$ cat src/rtl/opp_seq_pkg.sv
package opp_seq_pkg;

    // Core divider codes: core clock = PLL / 2^code
    localparam logic [1:0] CDIV_1 = 2'd0;
    localparam logic [1:0] CDIV_2 = 2'd1;
    localparam logic [1:0] CDIV_4 = 2'd2;

    // Bus divider codes: bus clock = core / 2^code
    localparam logic BDIV_1 = 1'b0;
    localparam logic BDIV_2 = 1'b1;

    // Voltage register and its two settings
    localparam logic [7:0] VREG_ADDR = 8'h1E;
    localparam logic [7:0] VCODE_HI  = 8'h17;
    localparam logic [7:0] VCODE_LO  = 8'h11;

    localparam int NUM_STEPS = 3;

    typedef enum logic [2:0] {
        ST_IDLE,
        ST_PMU_ISSUE,
        ST_PMU_WAIT,
        ST_STEP_LOAD,
        ST_STEP_WAIT
    } seq_state_e;

    typedef enum logic {
        TGT_CORE = 1'b0,
        TGT_BUS  = 1'b1
    } div_target_e;

    // One entry of the divider walk
    typedef struct packed {
        div_target_e target;
        logic [1:0]  code;
        logic        long_wait;
    } step_t;

    // Divider walk for each direction; every walk passes through core = PLL/2.
    function automatic step_t plan_step(input logic to_fast, input logic [1:0] idx);
        step_t s;
        case (idx)
            2'd0:    s = '{target: TGT_CORE, code: CDIV_2, long_wait: 1'b0};
            2'd1:    s = '{target: TGT_BUS,
                           code: {1'b0, (to_fast ? BDIV_2 : BDIV_1)},
                           long_wait: 1'b0};
            default: s = '{target: TGT_CORE,
                           code: (to_fast ? CDIV_1 : CDIV_4),
                           long_wait: 1'b1};
        endcase
        return s;
    endfunction

    // Bus rate must sit between PLL/4 and PLL/2
    function automatic logic bus_in_band(input logic [1:0] core, input logic bus);
        logic [2:0] total_shift;
        total_shift = {1'b0, core} + {2'b00, bus};
        return (core <= CDIV_4) && (total_shift >= 3'd1) && (total_shift <= 3'd2);
    endfunction

endpackage

$ cat src/rtl/opp_delay_timer.sv
module opp_delay_timer #(
    parameter int W = 7
) (
    input  logic         clk,
    input  logic         rst,
    input  logic         load,
    input  logic [W-1:0] load_val,
    input  logic         tick,
    output logic         expire
);
    logic [W-1:0] remaining;

    // Expires on the tick that brings the count from one to zero
    assign expire = tick && (remaining == W'(1));

    always_ff @(posedge clk) begin
        if (rst) begin
            remaining <= '0;
        end else if (load) begin
            remaining <= load_val;
        end else if (tick && (remaining != '0)) begin
            remaining <= remaining - W'(1);
        end
    end
endmodule

$ cat src/rtl/opp_pmu_port.sv
module opp_pmu_port #(
    parameter int AW = 8,
    parameter int DW = 8
) (
    input  logic          clk,
    input  logic          rst,
    input  logic          start,
    input  logic [AW-1:0] addr_in,
    input  logic [DW-1:0] data_in,
    output logic          wr,
    output logic [AW-1:0] addr,
    output logic [DW-1:0] data
);
    // Registered single-cycle strobe; address and data hold between writes
    always_ff @(posedge clk) begin
        if (rst) begin
            wr   <= 1'b0;
            addr <= '0;
            data <= '0;
        end else begin
            wr <= start;
            if (start) begin
                addr <= addr_in;
                data <= data_in;
            end
        end
    end
endmodule

$ cat src/rtl/opp_div_bank.sv
module opp_div_bank
    import opp_seq_pkg::*;
(
    input  logic       clk,
    input  logic       rst,
    input  logic       load,
    input  step_t      step_in,
    output logic [1:0] core_div,
    output logic       bus_div
);
    // Divider settings move only when a step is loaded
    always_ff @(posedge clk) begin
        if (rst) begin
            core_div <= CDIV_4;
            bus_div  <= BDIV_1;
        end else if (load) begin
            if (step_in.target == TGT_BUS) begin
                bus_div <= step_in.code[0];
            end else begin
                core_div <= step_in.code;
            end
        end
    end
endmodule

$ cat src/rtl/opp_step_seq.sv
module opp_step_seq
    import opp_seq_pkg::*;
#(
    parameter int SHORT_US = 50,
    parameter int LONG_US  = 100
) (
    input  logic       clk,
    input  logic       rst,
    input  logic       req_valid,
    input  logic       req_fast,
    input  logic       us_tick,
    input  logic       pmu_ack,
    output logic       busy,
    output logic       done,
    output logic       at_fast,
    output logic       pmu_wr,
    output logic [7:0] pmu_addr,
    output logic [7:0] pmu_data,
    output logic [1:0] core_div,
    output logic       bus_div
);
    localparam int DLY_W = $clog2(LONG_US + 1);
    localparam logic [1:0] LAST_IDX = 2'(NUM_STEPS - 1);

    seq_state_e state;
    logic [1:0] step_idx;
    logic       dir_fast;
    logic       cur_fast;
    logic       done_q;

    step_t             cur_step;
    logic              accept;
    logic              last_step;
    logic              timer_expire;
    logic              pmu_start;
    logic              div_load;
    logic [DLY_W-1:0]  wait_len;
    logic [7:0]        volt_code;

    assign accept    = (state == ST_IDLE) && req_valid && (req_fast != cur_fast);
    assign cur_step  = plan_step(dir_fast, step_idx);
    assign last_step = (step_idx == LAST_IDX);
    assign pmu_start = (state == ST_PMU_ISSUE);
    assign div_load  = (state == ST_STEP_LOAD);
    assign wait_len  = cur_step.long_wait ? DLY_W'(LONG_US) : DLY_W'(SHORT_US);
    assign volt_code = dir_fast ? VCODE_HI : VCODE_LO;

    assign busy    = (state != ST_IDLE);
    assign done    = done_q;
    assign at_fast = cur_fast;

    always_ff @(posedge clk) begin
        if (rst) begin
            state    <= ST_IDLE;
            step_idx <= '0;
            dir_fast <= 1'b0;
            cur_fast <= 1'b0;
            done_q   <= 1'b0;
        end else begin
            done_q <= 1'b0;
            case (state)
                ST_IDLE: begin
                    if (accept) begin
                        dir_fast <= req_fast;
                        step_idx <= '0;
                        // raising voltage precedes the clock walk
                        state    <= req_fast ? ST_PMU_ISSUE : ST_STEP_LOAD;
                    end
                end
                ST_PMU_ISSUE: state <= ST_PMU_WAIT;
                ST_PMU_WAIT: begin
                    if (pmu_ack) begin
                        if (dir_fast) begin
                            state <= ST_STEP_LOAD;
                        end else begin
                            state    <= ST_IDLE;
                            done_q   <= 1'b1;
                            cur_fast <= dir_fast;
                        end
                    end
                end
                ST_STEP_LOAD: state <= ST_STEP_WAIT;
                ST_STEP_WAIT: begin
                    if (timer_expire) begin
                        if (!last_step) begin
                            step_idx <= step_idx + 2'd1;
                            state    <= ST_STEP_LOAD;
                        end else if (dir_fast) begin
                            state    <= ST_IDLE;
                            done_q   <= 1'b1;
                            cur_fast <= dir_fast;
                        end else begin
                            // lowering voltage follows the clock walk
                            state <= ST_PMU_ISSUE;
                        end
                    end
                end
                default: state <= ST_IDLE;
            endcase
        end
    end

    opp_delay_timer #(.W(DLY_W)) u_timer (
        .clk      (clk),
        .rst      (rst),
        .load     (div_load),
        .load_val (wait_len),
        .tick     (us_tick),
        .expire   (timer_expire)
    );

    opp_div_bank u_divs (
        .clk      (clk),
        .rst      (rst),
        .load     (div_load),
        .step_in  (cur_step),
        .core_div (core_div),
        .bus_div  (bus_div)
    );

    opp_pmu_port #(.AW(8), .DW(8)) u_pmu (
        .clk     (clk),
        .rst     (rst),
        .start   (pmu_start),
        .addr_in (VREG_ADDR),
        .data_in (volt_code),
        .wr      (pmu_wr),
        .addr    (pmu_addr),
        .data    (pmu_data)
    );
endmodule

$ cat config.mk
export PLATFORM = sky130hd
export DESIGN_NAME = opp_step_seq
export DESIGN_NICKNAME = d
export VERILOG_FILES = /design/src/rtl/opp_seq_pkg.sv /design/src/rtl/opp_delay_timer.sv /design/src/rtl/opp_pmu_port.sv /design/src/rtl/opp_div_bank.sv /design/src/rtl/opp_step_seq.sv
export SDC_FILE = /design/constraint.sdc
export NUM_CORES = 1
export LEC_CHECK = 0
export ABC_AREA = 0
export BUFFER_PORTS_ARGS = -buffer_cell sky130_fd_sc_hd__buf_2
export CORE_MARGIN = 2
export CORE_UTILIZATION = 48
export CTS_CLUSTER_SIZE = 10
export DETAILED_ROUTE_END_ITERATION = 16
export PLACE_DENSITY_LB_ADDON = 0.15
export SLEW_MARGIN = 20
export SYNTH_ARGS = -nofsm -noshare
export SYNTH_HDL_FRONTEND = slang
export SYNTH_SLANG_ARGS = --single-unit
$ cat constraint.sdc
create_clock -name clk -period 1.9 [get_ports clk]
set_input_delay 0.38 -clock clk [delete_from_list [all_inputs] [get_ports clk]]
set_output_delay 0.38 -clock clk [all_outputs]
set_load 0.005 [all_outputs]
# --- Word level (Yosys, flattened, before mapping) ---
# Cells that the tools add are included.
classes:
  addsub: 2
  n_eq_ne: 15
  muxes: 30
  bitwise_logic: 1
  n_reduce_logical: 17
ops:
  columns: ["cell", "count"]
  rows:
  - ["two-way mux 7 bit", 3]
  - ["one-hot mux 3 bit (5 select lines)", 1]
  - ["two-way mux 2 bit", 7]
  - ["inequality test 2 bit (second input constant)", 7]
  - ["two-way mux 3 bit", 4]
  - ["two-way mux 1 bit", 11]
  - ["one-hot mux 4 bit (2 select lines)", 1]
  - ["equality test 7 x 1 -> 1 bit (second input constant)", 1]
  - ["nonzero test 7 bit", 1]
  - ["subtractor 7 x 1 -> 7 bit (second input constant)", 1]
  - ["equality test 3 x 2 -> 1 bit (second input constant)", 2]
  - ["AND reduction 2 bit", 3]
  - ["AND reduction 6 bit", 1]
  - ["nonzero test 2 bit", 3]
  - ["logical AND 1 bit", 4]
  - ["one-hot mux 1 bit (2 select lines)", 2]
  - ["one-hot mux 2 bit (2 select lines)", 1]
  - ["AND reduction 4 bit", 1]
  - ["equality test 3 x 1 -> 1 bit (second input constant)", 1]
  - ["equality test 3 bit (second input constant)", 1]
  - ["zero test 3 bit", 1]
  - ["AND reduction 3 bit", 1]
  - ["nonzero test 3 bit", 1]
  - ["adder 2 x 1 -> 2 bit (second input constant)", 1]
  - ["5 further kinds", 5]
totals:
  reg_bits: 28
  in_bits: 6
  out_inout_bits: 23
  wordCells: 76

# --- Longest topological paths before layout ---
# Gate-level depths: netlist (run 1).
depth:
  ltp_word: 5
  ltp_mapped: 6
  mapped_depth_nobuf: 6

# --- By module ---
# Synthesis (run 1) repeated with hierarchy kept, for this count alone.
hier_totals:
  hier_cells: 198
  hier_area_um2: 1770.4
modules_own_cells:
  columns: ["module", "n_inst", "cells_per_inst", "area_each_um2", "seq_area_each_um2"]
  rows:
  - ["opp_pmu_port", 1, 54, 608.1, 340.3]
  - ["opp_step_seq", 1, 72, 553.0, 160.2]
  - ["opp_delay_timer", 1, 59, 476.7, 140.1]
  - ["opp_div_bank", 1, 13, 132.6, 60.1]

# --- Worst setup path after synthesis (run 1) ---
# OpenSTA, ideal clock, no wires.
synth_timing:
  path_kind: "flip-flop to flip-flop"
  start: "register u_timer.remaining[3]"
  end: "register step_idx[0]"
  setup_ns: 0.116
  arrival_ns: 1.673
  t_required_ns: 1.784
  setup_slack_ns: 0.112
  path_stages_with_launch: 6
  n_path_buf: 1
  period_less_slack_ns: 1.788
  cell_sequence: "dfxtp_1 or4_1 buf_2 o31ai_2 a211oi_1 a31o_1"
synth_between:
  elab_chain_len: 4
synth_rtl:
  columns: ["item", "line", "rtl"]
  rows:
  - ["start, declared", "opp_delay_timer.sv:11", "logic [W-1:0] remaining;"]
  - ["start signal, assigned", "opp_delay_timer.sv:20", "remaining <= load_val;"]
  - ["start signal, assigned", "opp_delay_timer.sv:22", "remaining <= remaining - W'(1);"]
  - ["equality test 7 x 1 -> 1 bit", "opp_delay_timer.sv:14", "assign expire = tick && (remaining == W'(1));"]
  - ["logical AND 1 bit", "opp_delay_timer.sv:14", null]
  - ["inequality test 2 bit (no line)", null, null]
  - ["AND reduction 4 bit (no line)", null, null]
  - ["end signal, assigned", "opp_step_seq.sv:86", "step_idx <= step_idx + 2'd1;"]
  - ["end, declared", "opp_step_seq.sv:26", "logic [1:0] step_idx;"]
# Every way passes these cells.
# A chain may end at the register's enable or synchronous reset.

# --- Worst setup path after layout (run 1) ---
layout_timing:
  start: "register u_timer.remaining[0]"
  end: "register u_timer.remaining[5]"
layout_between:
  elab_chain_len: 3
  word_cells_on_any_way: 6
  classes_between: "add/sub: 1; mux: 2; reduce/logical: 3"
layout_rtl:
  columns: ["item", "line", "rtl"]
  rows:
  - ["subtractor 7 x 1 -> 7 bit / nonzero test 7 bit (equally long branches)", "opp_delay_timer.sv:22, opp_delay_timer.sv:21", null]
  - ["two-way mux 7 bit / logical AND 1 bit (equally long branches)", "opp_delay_timer.sv:21", "end else if (tick && (remaining != '0)) begin"]
  - ["two-way mux 7 bit / nonzero test 2 bit (equally long branches)", null, null]
# Parallel ways exist; a longest one is shown, timed or not. The select of a mux whose other input is x is not followed.

==> results of run 1 <==
==> stage by stage <==
| stage | hold WS, ns | setup WS [ns] | util | instance area (sq um) | instances |
|---|---|---|---|---|---|
| after global placement | 0.4858 | 0.1253 | 0.5389 | 1335 | 191 |
| final | 0.3509 | 0.1266 | 0.5520 | 1368 | 195 |
| after CTS | 0.3478 | 0.06447 | 0.5500 | 1363 | 195 |
| after global routing | 0.3872 | 0.01453 | 0.5520 | 1368 | 195 |
| after floorplan | 0.4939 | 0.1116 | - | 1290 | 156 |
| after detailed placement | 0.4898 | 0.07481 | 0.5389 | 1335 | 191 |
==> registers in the layout, summed over array words and instances (netlist names) <==
name / flops
dir_fast: 1
u_pmu.data: 2
u_pmu.wr: 1
at_fast: 1
done: 1
state: 3
u_timer.remaining: 7
u_divs.core_div: 2
step_idx: 2
u_divs.bus_div: 1
==> logic make-up (layout without fill, tap and decap cells) <==
group                      count (synthesis)  in the layout  synth area share
and+or+nand+nor                           52             52            0.2248
AOI/OAI and AO/OA                         39             39            0.2238
buffers and inverters                     25             34            0.1178
DFF                                       21             21            0.3327
adders and majority gates                  7              7           0.06930
xor gates and xnor gates                   3              3           0.02080
other                                      1              8          0.002967
muxes                                      1              1          0.007921
==> routing by layer <==
metal  up-vias  track usage  wire length, um
li1        553            -                -
met1       524       0.2178             1226
met2        35       0.3044             1256
met3         2      0.03513              153
met4         0      0.06272               12
met5         -            0                0
==> power groups by stage <==
stage	logic (W)	clock network (W)	registers [W]
CTS	0.000525	0.000230	0.000598
finish	0.000537	0.000224	0.000604
global route	0.000595	0.000249	0.000617
floorplan	0.000443	0	0.000579
global placement	0.000507	0	0.000605
detailed placement	0.000523	0	0.000607
==> layout by cell type, fill, tap and decap left out, types with 2 or more instances in the layout <==
master     count
a2111oi_1      2
a211oi_1       5
a21oi_1        9
a22oi_1        2
a311oi_1       3
buf_2         20
buf_4          5
clkbuf_4       3
conb_1         8
dfxtp_1       20
ha_1           7
inv_1          5
nand2_1       11
nand2b_1       5
nand3_1        2
nor2_1        12
nor2b_1        3
nor3_1         7
nor3b_1        2
o211ai_1       3
o21ai_0        3
o2bb2ai_1      2
xnor2_1        2
==> final cells by class <==
type	count	area (sq um)	share of cell area
Clock buffer	3	22.52	0.01647
Clock inverter	1	5.005	0.003660
Inverter	5	18.77	0.01372
Multi-Input combinational cell	110	724.4	0.5297
Sequential cell	21	421.7	0.3083
Tap cell	30	37.54	0.02745
Timing Repair Buffer	25	137.6	0.1006
==> worst paths after layout <==
| check | startpoint | end | slack (ns) |
|---|---|---|---|
| worst min register to register | u_divs.core_div[0] | u_divs.core_div[0] | 0.51 |
| worst max-delay path | u_timer.remaining[0] | u_timer.remaining[5] | 0.13 |
| worst min-delay path | req_fast | dir_fast | 0.35 |
| worst max register to register | u_timer.remaining[0] | u_timer.remaining[5] | 0.13 |
==> worst max-delay path, stage by stage (launching register included) <==
cell and delay (ns):
dfxtp_2 0.38, inv_1 0.07, ha_1 0.22, nor2b_1 0.16
a2111oi_1 0.41, buf_4 0.19, and4_1 0.18, nor3_1 0.04
==> results.sh, run 1 <==
export IMPL_tns_ns=0
export IMPL_yosys_top_cells_count="dfxtp_1 (21), buf_4 (14), nor2_1 (12)"
export IMPL_drc_errors=0
export IMPL_ys_dominant_reg_cell="dfxtp_1"
export IMPL_wirelength_um=2649
export IMPL_synth_warnings=0
export IMPL_clock_sinks=21
export IMPL_cts_root_buffer_cell="clkbuf_4"
export IMPL_syn_inst=149
export IMPL_sequentialPowerShare=0.442
export IMPL_grt_pass1_wl_um=4381
export IMPL_area_delta_synth_final_pct=8.218
export IMPL_ys_top_cells_by_area="dfxtp_1 (33%), buf_4 (8.3%), ha_1 (6.9%), a21oi_1 (3.6%), nor2_1 (3.6%)"
export IMPL_coreArea_sq_um=2477
export IMPL_hold_depth=3
export IMPL_synth_top_cell_by_area="dfxtp_1"
export IMPL_routed_via_density=5.713
export IMPL_power_share_clock=0.164
export IMPL_antenna_found_initial=0
export IMPL_synth_cell_types=44
export IMPL_setup_viol=0
export IMPL_max_slew_margin=0.6302
export IMPL_clockBufferDepth=2
export IMPL_p_per_area_nw_per_um2=998.7
export IMPL_nFillCells=234
export IMPL_drv_max_cap_violation_count=0
export IMPL_max_slew_worst_pin_slew_ns=0.5470
export IMPL_finalMaxSlewViolations=0
export IMPL_outcome="completed"
export IMPL_clock_skew_ns=0.002807
export IMPL_async_flop_share=0
export IMPL_critical_path_required_ns=2.09
export IMPL_rsz0062_at_grt="no"
export IMPL_drt_iter0_markers=19
export IMPL_antenna_cells=0
export IMPL_wl_per_cell_um=13.58
export IMPL_combinationalPowerShare=0.393
export IMPL_path_max_fanout=4
export IMPL_yosysMostFrequentCell="dfxtp_1"
export IMPL_avgSynthCellArea_sq_um=8.481
export IMPL_ctsResizeCount=0
export IMPL_total_power_w=0.001366
export IMPL_p_int_w=0.0008488
export IMPL_numCtsBuffers=3
export IMPL_grt_pass1_vias=1002
export IMPL_synth_seq_cells=21
export IMPL_vias=1114
export IMPL_synth_seq_area_share=0.3327
export IMPL_die_y_um=55.31
export IMPL_cts_tree="yes"
export IMPL_pin_count=29
export IMPL_fin_crit_ns=1.773
export IMPL_vdd_ir_drop_max_mv=0.6822
export IMPL_ant_nets=0
export IMPL_globalRouteOverflowTotal=0
export IMPL_setup_worst_path_end_class="flop"
export IMPL_htreeDepth=1
export IMPL_switching_share=0.3785
export IMPL_leakage_nw=0.5718
export IMPL_cts_hold_buf=0
export IMPL_synth_top_area_share=0.3327
export IMPL_gp_congestion=0.8080
export IMPL_postCtsSetupBuffers=0
export IMPL_drive_gt1_frac=0.2242
export IMPL_grtUsageTotal=0.1768
export IMPL_hold_viol_final=0
export IMPL_grt_max_degree=24
export IMPL_startpoint_type="flop"
export IMPL_drtPass1Iterations=4
export IMPL_port_buffers=20
export IMPL_fin_nets=179
export IMPL_worstHoldPathType="input port to flop"
export IMPL_hpwl_um=1939
export IMPL_clock_latency_ns=0.31
export IMPL_start_util=0.5101
export IMPL_netlist_area_sq_um=1264
export IMPL_p_switching_w=0.0005170
export IMPL_die_w_um=55.31
export IMPL_critical_path_class="flop to flop"
export IMPL_rows=18
export IMPL_fin_crit_sh=0.9334
export IMPL_cp_arrival_ns=1.96
export IMPL_rr_worst_depth=7
export IMPL_fp_dieArea_sq_um=3059
export IMPL_synth_edf_count=0
export IMPL_max_freq_ghz=0.5639
export IMPL_clk_pin_slew_ns=0.13
Power figures use the tool's default switching activity.
==> run 2, diff against run 1 <==
--- a/config.mk
+++ b/config.mk
@@ -8,7 +8,7 @@
 export ABC_AREA = 0
 export BUFFER_PORTS_ARGS = -buffer_cell sky130_fd_sc_hd__buf_2
 export CORE_MARGIN = 2
-export CORE_UTILIZATION = 48
+export CORE_UTILIZATION = 53
 export CTS_CLUSTER_SIZE = 10
 export DETAILED_ROUTE_END_ITERATION = 16
 export PLACE_DENSITY_LB_ADDON = 0.15
==> constraint.sdc (replaced) <==
create_clock -name clk -period 2 [get_ports clk]
set_input_delay 0.4 -clock clk [delete_from_list [all_inputs] [get_ports clk]]
set_output_delay 0.4 -clock clk [all_outputs]
set_load 0.005 [all_outputs]
==> results.sh, run 2 (synthesized netlist as in run 1, its figures left out) <==
export IMPL_outcome="completed"
export IMPL_grt_max_degree=24
export IMPL_cp_slowest_stage_delay_ns=0.66
export IMPL_crit_chain="or4_1 > nor3_2 > nand3_1 > a2111oi_1"
export IMPL_fp_dieArea_sq_um=2791
export IMPL_drtPass1Iterations=4
export IMPL_area_delta_synth_final_pct=6.436
export IMPL_fin_crit_sh=0.9581
export IMPL_routed_via_density=5.770
export IMPL_hold_viol_final=0
export IMPL_startpoint_type="flop"
export IMPL_start_util=0.5658
export IMPL_crit_path_top_delay_cell="or4_1"
export IMPL_coreArea_sq_um=2233
export IMPL_fin_crit_ns=1.916
export IMPL_drc_errors=0
export IMPL_pin_count=29
export IMPL_max_freq_ghz=0.5219
export IMPL_grt_pass1_wl_um=4126
export IMPL_holdWs_ns=0.3961
export IMPL_clk_pin_slew_ns=0.11
export IMPL_clock_skew_ns=0.004319
export IMPL_drive_gt1_frac=0.2025
export IMPL_grtUsageTotal=0.2005
export IMPL_die_w_um=52.83
export IMPL_rows=17
export IMPL_cts_hold_buf=0
export IMPL_hpwl_um=1878
export IMPL_worstHoldPathType="input port to flop"
export IMPL_wirelength_um=2501
export IMPL_finalMaxSlewViolations=0
export IMPL_cts_root_buffer_cell="clkbuf_4"
export IMPL_critical_path_class="flop to flop"
export IMPL_vias=1102
export IMPL_setup_worst_path_end_class="flop"
export IMPL_top_regs="u_timer.remaining (7), state (3)"
export IMPL_layout_common_cells="dfxtp_1 (21), buf_2 (20), nor2_1 (12)"
export IMPL_drv_max_cap_violation_count=0
export IMPL_port_buffers=20
export IMPL_ctsResizeCount=0
export IMPL_leakage_nw=0.5609
export IMPL_clockBufferDepth=2
export IMPL_antenna_found_initial=0
export IMPL_clock_sinks=21
export IMPL_rsz0062_at_grt="no"
export IMPL_cts_tree="yes"
export IMPL_fin_nets=177
export IMPL_postCtsSetupBuffers=0
export IMPL_final_common_cell="dfxtp_1"
export IMPL_path_max_fanout=6
export IMPL_setup_viol=0
export IMPL_antenna_cells=0
export IMPL_ant_nets=0
export IMPL_cp_arrival_ns=2.10
export IMPL_critical_path_required_ns=2.19
export IMPL_rr_worst_depth=4
export IMPL_clock_latency_ns=0.31
export IMPL_largest_reg_flops=7
export IMPL_numCtsBuffers=3
export IMPL_globalRouteOverflowTotal=0
export IMPL_drt_iter0_markers=27
export IMPL_tns_ns=0
export IMPL_grt_pass1_vias=966
export IMPL_vdd_ir_drop_max_mv=0.7942
export IMPL_wl_per_cell_um=13.09
export IMPL_hold_depth=3
export IMPL_htreeDepth=1
export IMPL_gp_congestion=0.8794
export IMPL_p_per_area_nw_per_um2=940.4
export IMPL_final_util=0.6022
export IMPL_top_register="u_timer.remaining"
export IMPL_die_y_um=52.83
export IMPL_max_slew_margin=0.6201
export IMPL_max_slew_worst_pin_slew_ns=0.5620
run 2: final cells by class:
type / count / area, sq um
fillers: 203 / 888.4
flip-flops and latches: 21 / 420.4
clock inverters: 1 / 5.005
well taps: 28 / 35.03
clock buffers: 3 / 22.52
repair buffers: 23 / 122.6
inverters: 5 / 18.77
multi-input cells: 110 / 720.7
run 2: worst paths after layout:
check                  startpoint                  to  slack [ns]
max          u_timer.remaining[3]                done        0.08
min                      req_fast            dir_fast        0.40
max reg2reg  u_timer.remaining[3]                done        0.08
min reg2reg    u_divs.core_div[0]  u_divs.core_div[0]        0.51
run 2: critical path, delay by kind of cell, from the launching register on:
family	cells	cell delay, ns
DFF	1	0.37
AOI/OAI and AO/OA	1	0.43
and+or+nand+nor	3	1.00
run 2: power breakdown:
group          total, W  internal [W]  switching, W
Combinational  0.000478      0.000222      0.000256
Clock          0.000206     0.0000747      0.000132
Sequential     0.000580      0.000487     0.0000933
Total           0.00126      0.000784      0.000481
run 2: per-layer routing:
metal | global-route usage | wire, um | up-vias
li1 | - | - | 543
met1 | 0.2491 | 1134 | 514
met2 | 0.3417 | 1187 | 40
met3 | 0.04286 | 150 | 5
met4 | 0.06410 | 28 | 0
met5 | 0 | 0 | -
run 2: per-stage QoR:
| stage | cell area (sq um) | std cells | setup WS [ns] | total power [W] |
|---|---|---|---|---|
| floorplan | 1290 | 156 | 0.2116 | 0.0009706 |
| global placement | 1318 | 187 | 0.2093 | 0.001041 |
| detailed placement | 1318 | 187 | 0.1176 | 0.001061 |
| CTS | 1345 | 191 | 0.07534 | 0.001272 |
| global route | 1345 | 191 | 0.006390 | 0.001359 |
| finish | 1345 | 191 | 0.08376 | 0.001265 |
==> run 3, diff against run 2 <==
--- a/config.mk
+++ b/config.mk
@@ -8,10 +8,11 @@
 export ABC_AREA = 0
 export BUFFER_PORTS_ARGS = -buffer_cell sky130_fd_sc_hd__buf_2
 export CORE_MARGIN = 2
-export CORE_UTILIZATION = 53
+export CORE_UTILIZATION = 45
 export CTS_CLUSTER_SIZE = 10
 export DETAILED_ROUTE_END_ITERATION = 16
 export PLACE_DENSITY_LB_ADDON = 0.15
+export RECOVER_POWER = 25
 export SLEW_MARGIN = 20
 export SYNTH_ARGS = -nofsm -noshare
 export SYNTH_HDL_FRONTEND = slang
==> results.sh, run 3 (synthesized netlist as in run 1, its figures left out) <==
export IMPL_outcome="completed"
export IMPL_path_max_fanout=6
export IMPL_coreArea_sq_um=2710
export IMPL_setup_viol=0
export IMPL_ant_nets=0
export IMPL_power_share_clock=0.159
export IMPL_grt_use_met1=0.2125
export IMPL_drv_max_cap_violation_count=0
export IMPL_top_register="u_timer.remaining"
export IMPL_p_per_area_nw_per_um2=933.7
export IMPL_total_power_w=0.001262
export IMPL_grtUsageTotal=0.1660
export IMPL_max_freq_ghz=0.5576
export IMPL_holdCritStartpoint="req_fast"
export IMPL_final_common_cell="dfxtp_1"
export IMPL_drc_errors=0
export IMPL_clock_sinks=21
export IMPL_multi_input_area_sq_um=724.4
export IMPL_rsz0062_at_grt="no"
export IMPL_switching_share=0.3699
export IMPL_drt_iter0_markers=28
export IMPL_critical_path_class="flop to flop"
export IMPL_final_util=0.4986
export IMPL_globalRouteOverflowTotal=0
export IMPL_clk_pin_slew_ns=0.11
export IMPL_top_regs="u_timer.remaining (7), state (3)"
export IMPL_grt_max_degree=24
export IMPL_combinationalPowerShare=0.383
export IMPL_grt_pass1_vias=984
export IMPL_clock_latency_ns=0.30
export IMPL_worstHoldPathType="input port to flop"
export IMPL_holdWs_ns=0.4102
export IMPL_gp_congestion=0.8129
export IMPL_tns_ns=0
export IMPL_cts_root_buffer_cell="clkbuf_4"
export IMPL_grtUsageMet3=0.02268
export IMPL_start_util=0.4663
export IMPL_startpoint_type="flop"
export IMPL_postCtsSetupBuffers=0
export IMPL_rr_worst_depth=4
export IMPL_p_switching_w=0.0004666
export IMPL_reg2reg_slack_ns=0.21
export IMPL_final_cell_area_sq_um=1351
export IMPL_critical_path_required_ns=2.19
export IMPL_leakage_nw=0.5565
export IMPL_drtPass1Iterations=4
export IMPL_r2r_end="done"
export IMPL_cp_arrival_ns=1.98
export IMPL_rr_startpoint="u_timer.remaining[3]"
export IMPL_fin_nets=177
export IMPL_drive_gt1_frac=0.2025
export IMPL_clock_skew_ns=0.001851
export IMPL_nFillCells=283
export IMPL_port_buffers=20
export IMPL_wl_per_cell_um=13.12
export IMPL_antenna_cells=0
export IMPL_hold_viol_final=0
export IMPL_fin_crit_sh=0.8966
export IMPL_vdd_ir_drop_max_mv=0.5654
export IMPL_cts_tree="yes"
export IMPL_die_y_um=56.99
export IMPL_fin_crit_ns=1.793
export IMPL_rows=19
export IMPL_htreeDepth=1
export IMPL_startpoint="u_timer.remaining[3]"
export IMPL_critPathCapture="done"
export IMPL_seq_area_sq_um=420.4
export IMPL_wirelength_um=2545
export IMPL_grt_busiest_layer="met2"
export IMPL_pin_count=29
export IMPL_clockBufferDepth=2
export IMPL_cts_hold_buf=0
export IMPL_routed_via_density=5.557
export IMPL_setup_worst_path_end_class="flop"
export IMPL_numCtsBuffers=3
export IMPL_antenna_found_initial=0
export IMPL_sequentialPowerShare=0.458
export IMPL_die_w_um=56.99
export IMPL_layout_common_cells="dfxtp_1 (21), buf_2 (19), nor2_1 (12)"
export IMPL_vias=1078
export IMPL_fp_dieArea_sq_um=3248
export IMPL_hpwl_um=1894
export IMPL_grt_util_met2=0.2791
export IMPL_largest_reg_flops=7
export IMPL_finalMaxSlewViolations=0
export IMPL_p_int_w=0.0007950
export IMPL_dpl_cell_area_sq_um=1321
export IMPL_area_delta_synth_final_pct=6.931
export IMPL_grt_pass1_wl_um=4319
==> run 3: metal layers <==
metal,routed length (um),vias up
met2,1269,24
met4,17,0
met5,0,-
met3,104,2
met1,1153,504
li1,-,548
==> run 3: stage by stage <==
step	worst slack [ns]	instances
after floorplan	0.2116	156
after global placement	0.2031	190
after detailed placement	0.1691	190
after CTS	0.1123	194
after global routing	0.04393	194
final	0.2067	194
==> run 3: power by group through the flow <==
stage / sequential (W) / combinational, W / clock [W]
4_1_cts: 0.000576 / 0.000477 / 0.000218
2_1_floorplan: 0.000550 / 0.000421 / 0
3_5_place_dp: 0.000585 / 0.000473 / 0
5_1_grt: 0.000591 / 0.000544 / 0.000231
6_report: 0.000578 / 0.000483 / 0.000201
3_3_place_gp: 0.000582 / 0.000463 / 0
==> run 3: worst min-delay path by stage <==
stage	slack, ns	depth (start not counted)	end
final	0.41	3	dir_fast
after global placement	0.49	2	u_divs.core_div[0]
after detailed placement	0.50	2	u_divs.core_div[0]
after floorplan	0.49	2	u_divs.core_div[0]
after CTS	0.39	3	dir_fast
after global routing	0.42	3	dir_fast
==> run 3: worst max-delay path, cell delays in order (launching register included) <==
cell	delay, ns
dfxtp_1	0.37
or4_4	0.59
nor3_2	0.20
nand3_1	0.10
a2111oi_1	0.41
==> run 3: area by class of cell <==
class / instances / area share
sequential: 21 / 0.3111
multi-input combinational: 110 / 0.5361
clock inverter: 1 / 0.003704
tap: 31 / 0.02870
timing repair buffer: 23 / 0.08981
inverter: 5 / 0.01389
clock buffer: 3 / 0.01667
==> run 3: timing repair <==
| item | 4_1_cts | 5_1_grt |
|---|---|---|
| endpoints found under the hold margin | 0 | 0 |
| gates resized for setup | 0 | 1 |
| endpoints found under the setup margin | 0 | 1 |
